[src/rtl/ddc_ctl_pkg.sv]
package ddc_ctl_pkg;
  localparam int CTL_W = 4;

  // bit order is the register layout: [3]=pbuf_en .. [0]=edge_flag
  typedef struct packed {
    logic pbuf_en;
    logic addr_hit;
    logic ddc1_mode;
    logic edge_flag;
  } ctl_t;

  localparam ctl_t CTL_RESET = '{pbuf_en: 1'b1, addr_hit: 1'b0, ddc1_mode: 1'b0, edge_flag: 1'b0};
endpackage

[src/rtl/ddc_ctl_edge.sv]
module ddc_ctl_edge #(
  parameter int SYNC_STAGES = 2
) (
  input  logic clk_i,
  input  logic rst_ni,
  input  logic pin_a_i,
  input  logic pin_b_i,
  input  logic sel_b_i,
  output logic fall_o
);
  localparam int LAST = SYNC_STAGES - 1;

  logic                   pin_sel;
  logic [SYNC_STAGES-1:0] sync_q;
  logic                   prev_q;

  assign pin_sel = sel_b_i ? pin_b_i : pin_a_i;

  // idle-high reset so a released line gives no edge
  always_ff @(posedge clk_i or negedge rst_ni) begin
    if (!rst_ni) begin
      sync_q <= '1;
      prev_q <= 1'b1;
    end else begin
      if (SYNC_STAGES > 1) sync_q <= {sync_q[SYNC_STAGES-2:0], pin_sel};
      else                 sync_q <= pin_sel;
      prev_q <= sync_q[LAST];
    end
  end

  assign fall_o = prev_q & ~sync_q[LAST];


  fall_pulse_chk: assert property (@(posedge clk_i) disable iff (!rst_ni)
    fall_o |=> !fall_o);
endmodule

[src/rtl/ddc_ctl_regs.sv]
module ddc_ctl_regs
  import ddc_ctl_pkg::*;
(
  input  logic             clk_i,
  input  logic             rst_ni,
  input  logic             we_i,
  input  logic [CTL_W-1:0] wdata_i,
  input  logic             fall_i,
  input  logic             hit_i,
  input  logic             start_i,
  input  logic             stop_i,
  output ctl_t             ctl_o
);
  ctl_t ctl_q, ctl_d;
  ctl_t wr;

  assign wr = ctl_t'(wdata_i);

  always_comb begin
    ctl_d = ctl_q;
    if (we_i) begin
      ctl_d.ddc1_mode = wr.ddc1_mode;
      ctl_d.pbuf_en   = wr.pbuf_en;
      if (!wr.edge_flag) ctl_d.edge_flag = 1'b0;
    end
    if (fall_i) ctl_d.edge_flag = 1'b1;         // hardware set beats clear
    if (hit_i) ctl_d.addr_hit = 1'b1;
    if (start_i || stop_i) ctl_d.addr_hit = 1'b0;  // frame boundary beats match
  end

  always_ff @(posedge clk_i or negedge rst_ni) begin
    if (!rst_ni) ctl_q <= CTL_RESET;
    else         ctl_q <= ctl_d;
  end

  assign ctl_o = ctl_q;


  edge_set_chk: assert property (@(posedge clk_i) disable iff (!rst_ni)
    fall_i |=> ctl_q.edge_flag);

  edge_sticky_chk: assert property (@(posedge clk_i) disable iff (!rst_ni)
    (ctl_q.edge_flag && !(we_i && !wdata_i[0])) |=> ctl_q.edge_flag);

  hit_clear_chk: assert property (@(posedge clk_i) disable iff (!rst_ni)
    (start_i || stop_i) |=> !ctl_q.addr_hit);

  hit_rise_chk: assert property (@(posedge clk_i) disable iff (!rst_ni)
    $rose(ctl_q.addr_hit) |-> $past(hit_i));

  pbuf_hold_chk: assert property (@(posedge clk_i) disable iff (!rst_ni)
    !we_i |=> $stable(ctl_q.pbuf_en));
endmodule

[src/rtl/ddc_ctl_hold.sv]
module ddc_ctl_hold (
  input  logic clk_i,
  input  logic rst_ni,
  input  logic irq_i,
  input  logic slave_i,
  input  logic ddc1_mode_i,
  input  logic pbuf_en_i,
  output logic hold_o
);
  logic suppress;

  assign suppress = ddc1_mode_i | (pbuf_en_i & slave_i);
  assign hold_o   = irq_i & ~suppress;


  hold_mode_chk: assert property (@(posedge clk_i) disable iff (!rst_ni)
    hold_o |-> (irq_i && !ddc1_mode_i));
endmodule

[src/rtl/ddc_ctl.sv]
module ddc_ctl
  import ddc_ctl_pkg::*;
#(
  parameter int DATA_W      = 8,
  parameter int SYNC_STAGES = 2
) (
  input  logic              clk_i,
  input  logic              rst_ni,
  input  logic              wr_en_i,
  input  logic [DATA_W-1:0] wr_data_i,
  output logic [DATA_W-1:0] rd_data_o,
  input  logic              bus_scl_i,
  input  logic              ddc1_clk_i,
  input  logic              addr_hit_i,
  input  logic              bus_start_i,
  input  logic              bus_stop_i,
  input  logic              port_irq_i,
  input  logic              slave_mode_i,
  output logic              clk_sel_o,
  output logic              edge_irq_o,
  output logic              scl_hold_o
);
  ctl_t ctl;
  logic fall;

  ddc_ctl_edge #(.SYNC_STAGES(SYNC_STAGES)) u_edge (
    .clk_i   (clk_i),
    .rst_ni  (rst_ni),
    .pin_a_i (bus_scl_i),
    .pin_b_i (ddc1_clk_i),
    .sel_b_i (ctl.ddc1_mode),
    .fall_o  (fall)
  );

  ddc_ctl_regs u_regs (
    .clk_i   (clk_i),
    .rst_ni  (rst_ni),
    .we_i    (wr_en_i),
    .wdata_i (wr_data_i[CTL_W-1:0]),
    .fall_i  (fall),
    .hit_i   (addr_hit_i),
    .start_i (bus_start_i),
    .stop_i  (bus_stop_i),
    .ctl_o   (ctl)
  );

  ddc_ctl_hold u_hold (
    .clk_i       (clk_i),
    .rst_ni      (rst_ni),
    .irq_i       (port_irq_i),
    .slave_i     (slave_mode_i),
    .ddc1_mode_i (ctl.ddc1_mode),
    .pbuf_en_i   (ctl.pbuf_en),
    .hold_o      (scl_hold_o)
  );

  generate
    if (DATA_W > CTL_W) begin : g_pad
      logic unused_hi;
      assign unused_hi = ^wr_data_i[DATA_W-1:CTL_W];
      assign rd_data_o = {{(DATA_W-CTL_W){1'b0}}, ctl};
    end else begin : g_nopad
      assign rd_data_o = ctl;
    end
  endgenerate

  assign clk_sel_o  = ctl.ddc1_mode;
  assign edge_irq_o = ctl.edge_flag & ctl.ddc1_mode;


  irq_gate_chk: assert property (@(posedge clk_i) disable iff (!rst_ni)
    edge_irq_o |-> (clk_sel_o && rd_data_o[0]));

  upper_zero_chk: assert property (@(posedge clk_i) disable iff (!rst_ni)
    wr_en_i |=> (rd_data_o >> CTL_W) == '0);
endmodule

[config.mk]
export PLATFORM = sky130hd
export DESIGN_NAME = ddc_ctl
export DESIGN_NICKNAME = d
export VERILOG_FILES = /design/src/rtl/ddc_ctl_pkg.sv /design/src/rtl/ddc_ctl_edge.sv /design/src/rtl/ddc_ctl_regs.sv /design/src/rtl/ddc_ctl_hold.sv /design/src/rtl/ddc_ctl.sv
export SDC_FILE = /design/constraint.sdc
export NUM_CORES = 1
export LEC_CHECK = 0
export BUFFER_PORTS_ARGS = -buffer_cell sky130_fd_sc_hd__buf_2
export CAP_MARGIN = 20
export CORE_AREA = 2 2 39 41
export CTS_BUF_LIST = sky130_fd_sc_hd__clkbuf_8
export DETAILED_ROUTE_END_ITERATION = 10
export DIE_AREA = 0 0 41 43
export GPL_TIMING_DRIVEN = 0
export SYNTH_ARGS = -nofsm -noshare
export SYNTH_HDL_FRONTEND = slang
export SYNTH_SLANG_ARGS = --single-unit
[constraint.sdc]
create_clock -name clk_i -period 1 [get_ports clk_i]
set_input_delay 0.2 -clock clk_i [delete_from_list [all_inputs] [get_ports clk_i]]
set_output_delay 0.2 -clock clk_i [all_outputs]
set_load 0.02 [all_outputs]
# After elaboration in Yosys (flattened, before gate mapping)
# Cells that the tools add are included.
# op_classes
n_eq_ne,1
n_mux,6
bitwise_logic,7
reduce_logical,4
# op_table
op,n
$mux 1,6
$and 1x1->1,4
$reduce_bool 2->1,2
$ne 2x1->1 const B,1
$not 1->1,2
$reduce_and 2->1,1
$logic_or 1x1->1,1
$or 1x1->1,1
# word_totals
register_bits,7
inputBits,18
output_inout_bits,11
wordCells,24

# Longest topological paths before layout
# depth
word_depth,4
depth_mapped,2
depth_no_buf,2

# Hierarchy
# A second synthesis with hierarchy kept.
# hier_totals
hier_cells,24
hier_area_um2,317.8
# modules_own_cells
module,instances,cells_per_inst,area_each_um2,seq_area_each_um2
ddc_ctl_regs,1,10,153.9,101.3
ddc_ctl_edge,1,5,100.1,78.8
ddc_ctl,1,7,47.5,0.0
ddc_ctl_hold,1,2,16.3,0.0

# Worst setup path after synthesis
# No wires, ideal clock.
# synth_timing
kind,register to output
start,register u_regs.ctl_q (netlist bit u_regs.ctl_o[1])
end,output port scl_hold_o
arrival_ps,1029
t_required_ps,800
path_slack_ps,-229
path_stages_with_launch,2
path_buffers,0
cell_sequence,dfrtp_1 -> a211oi_1
# synth_between
elab_chain_len,3
# synth_rtl
element,line_no,source
from (decl),ddc_ctl_regs.sv:14,"ctl_t ctl_q, ctl_d;"
from (signal assigned),ddc_ctl_regs.sv:33,else ctl_q <= ctl_d;
$or 1x1->1,ddc_ctl_hold.sv:12,assign suppress = ddc1_mode_i | (pbuf_en_i & slave_i);
$not 1->1,ddc_ctl_hold.sv:13,assign hold_o = irq_i & ~suppress;
$and 1x1->1,ddc_ctl_hold.sv:13,
to (decl),ddc_ctl.sv:21,output logic scl_hold_o
# Every way passes these cells.

# Worst setup path after layout
# Ends and elaborated chain as after synthesis.

==> impl_metrics.csv <==
group,metric,value,unit
worst_setup_path,cp_max_fo,5,
worst_setup_path,reg2reg_slack,20,ps
logic_synthesis,yosysUniqueCellTypes,12,
routing,drtPass1Iterations,1,
pwr,p_sw_frac,0.2427,
finish,area_growth,78.86,%
finish,layout_commonest_cell,"buf_2",
placed_design,dpl_cell_area,446.7,um^2
floorplanning,ioPinCount,29,
worst_setup_path,max_stage_delay,440,ps
worst_setup_path,cp_num_buf_inv,1,
finish,post-route-cell-area,550.5,um^2
worst_setup_path,critPathTopFamily,"flip-flops",
finish,drive_gt1_frac,0.6667,
routing,num_vias,245,
hold_path,min-delay-start,"bus_start_i",
worst_setup_path,critPathKind,"reg2out",
sta,hold_slack,129.2,ps
pwr,p_comb_frac,0.226,
floorplanning,die_width,41,um
worst_setup_path,rr_startpoint,"u_regs.ctl_o[1]",
pwr,ir_worst_vdd,0.8898,mV
run_status,violations,"negative setup slack",
pwr,powerDensity,1694,nW/um^2
flow_run,maxCapViolCount,0,
clock_tree,root_buffer,"clkbuf_8",
sta,fin_skew,2.616,ps
sta,setup_viol,5,
placed_design,port-buffer-count,19,
clock_tree,cts_buffers,3,
clock_tree,clk_pin_slew_worst_paths,40,ps
logic_synthesis,ys_seq_elements,7,
logic_synthesis,syn_inst,25,
finish,final_cell_mix,"15 x buf_2, 6 x buf_6, 6 x buf_4",
sta,rsz0062_at_grt,"yes",
clock_tree,h-tree-depth,1,
floorplanning,rows,14,
routing,ant_nets,0,
sta,slew_violations,0,
global_route,grt_pass1_wl,814,um
sta,fin_crit_sh,1.183,
pwr,power_leakage,0.2881,nW
logic_synthesis,synth_area_per_cell,12.31,um^2
worst_setup_path,path_cells,"a211oi_4 > buf_6",
pwr,netSwitchingPower,0.0002263,W
pwr,clkPwrFrac,0.398,
routing,via_per_inst,3.500,
logic_synthesis,yosysWarningCount,0,
hold_path,hold_depth,2,
floorplanning,fp.coreArea,1384,um^2
pwr,p_int,0.0007061,W
routing,drt-total-wl,538,um
routing,dr.first_iter.drc_count,0,
routing,wire_per_inst,7.686,um
hold_path,hold_path_end,"u_regs.ctl_o[2]",
global_route,grt_max_degree,8,
clock_tree,worst_skew_pair.late_latency,220,ps
logic_synthesis,synth.top_cell.area_share,0.3415,
floorplanning,die_h,43,um
floorplanning,dieArea,1763,um^2
floorplanning,initial_core_util,0.2224,
logic_synthesis,synth.cell_area,307.8,um^2
run_status,status,"finished, violations left",
worst_setup_path,start_kind,"flop",
logic_synthesis,seq_area_frac_synth,0.5854,
logic_synthesis,synth_area_leaders,"dfstp_2 34%, dfrtp_1 24%, buf_4 15%",
placed_design,place.gp.congestion,0.5880,
routing,drc_errors,0,
pwr,sequentialPowerShare,0.376,
worst_setup_path,cp_slowest_cell,"dfrtp_2",
sta,setup_ws,-182.7,ps
finish,fin_nets,73,
worst_setup_path,worst_r2r_path_depth,2,
finish,fillCellCount,144,
hold_path,hold_path_class,"in2reg",
global_route,grt_pass1_vias,217,
clock_tree,cts.sinks,7,
global_route,overflow,0,
pwr,finalPower,0.0009324,W
logic_synthesis,synth_largest_area_cell,"dfstp_2",
finish,antenna_cells,0,
placed_design,place_ws,-5.118,ps
worst_setup_path,end_kind,"output pin",
global_route,grt_use_total,0.07302,
global_route,grt_antenna_before_repair,0,
sta,hold_viol,0,
worst_setup_path,r2r_end,"u_regs.ctl_o[1]",
clock_tree,cts_max_path_buffers,2,
worst_setup_path,crit_required,800,ps
sta,max_freq,845.5,MHz
sta,finalCriticalPeriod,1183,ps
clock_tree,tritoncts,"yes",
worst_setup_path,cp_data_arrival_time,980,ps
per-layer routing:
layer / vias up / GRT usage / wire [um]
met1: 103 / 0.08638 / 230
li1: 128 / - / -
met5: - / 0 / 0
met4: 0 / 0.06000 / 0
met3: 0 / 0.03141 / 65
met2: 14 / 0.09688 / 242
registers in the layout, indices dropped and copies added (netlist names):
signal and count:
u_regs.ctl_o 4, u_edge.sync_q 2, u_edge.prev_q 1
logic make-up (layout without fill, tap and decap cells):
kind of cell,Yosys count,in the layout,share of synthesized area
compound gates,2,2,0.05286
buf+inv,8,34,0.1707
flops,7,7,0.5854
mux,3,3,0.1097
other cells,1,4,0.01218
simple gates,4,4,0.06910
synthesized netlist by cell type:
cell type and count:
buf_4 6, dfstp_2 4, dfrtp_1 3, mux2_1 3, inv_1 2, a211oi_1 1
a22o_1 1, and2_1 1, conb_1 1, nand2b_1 1, nor2_1 1, nor3_1 1
power by group through the flow:
stage	registers, W	clock network, W	logic (W)
5_1_grt	0.000355	0.000404	0.000231
2_1_floorplan	0.000366	0	0.0000923
6_report	0.000350	0.000372	0.000211
3_5_place_dp	0.000354	0	0.000169
3_3_place_gp	0.000352	0	0.000168
4_1_cts	0.000351	0.000385	0.000201
final cells by class:
cell class                      count  area, um^2  area share
Clock buffer                        3       41.29     0.07500
Inverter                            2       7.507     0.01364
Multi-Input combinational cell     13       98.84      0.1795
Timing Repair Buffer               22       145.1      0.2636
Tap cell                           16       20.02     0.03636
Clock inverter                      1       3.754    0.006818
Sequential cell                     7       181.4      0.3295
Buffer                              6       52.55     0.09545
per-stage QoR:
stage	setup TNS [ps]	utilization	instances
5_1_grt	-938.2	0.3978	70
3_5_place_dp	-5.118	0.3228	63
2_1_floorplan	-13.97	-	28
4_1_cts	-701.2	0.3879	69
6_report	-758.4	0.3978	70
3_3_place_gp	0	0.3228	63
worst max path at each step:
| stage | start | endpoint | depth (start not counted) |
|---|---|---|---|
| after global routing | u_regs.ctl_o[1] | scl_hold_o | 2 |
| after global placement | u_regs.ctl_o[3] | rd_data_o[3] | 2 |
| final | u_regs.ctl_o[1] | scl_hold_o | 2 |
| after detailed placement | u_regs.ctl_o[1] | scl_hold_o | 2 |
| after floorplan | u_regs.ctl_o[1] | edge_irq_o | 1 |
| after CTS | u_regs.ctl_o[3] | rd_data_o[3] | 2 |
repair_timing:
action / 4_1_cts / 5_1_grt
hold buffers: 1 / 0
endpoints found under the setup margin: 5 / 7
hold endpoints to repair: 3 / 0
resized for setup: 9 / 2
pin swaps: 1 / 0
setup buffers: 1 / 1
Note: power is estimated with default switching activity, not from simulation.
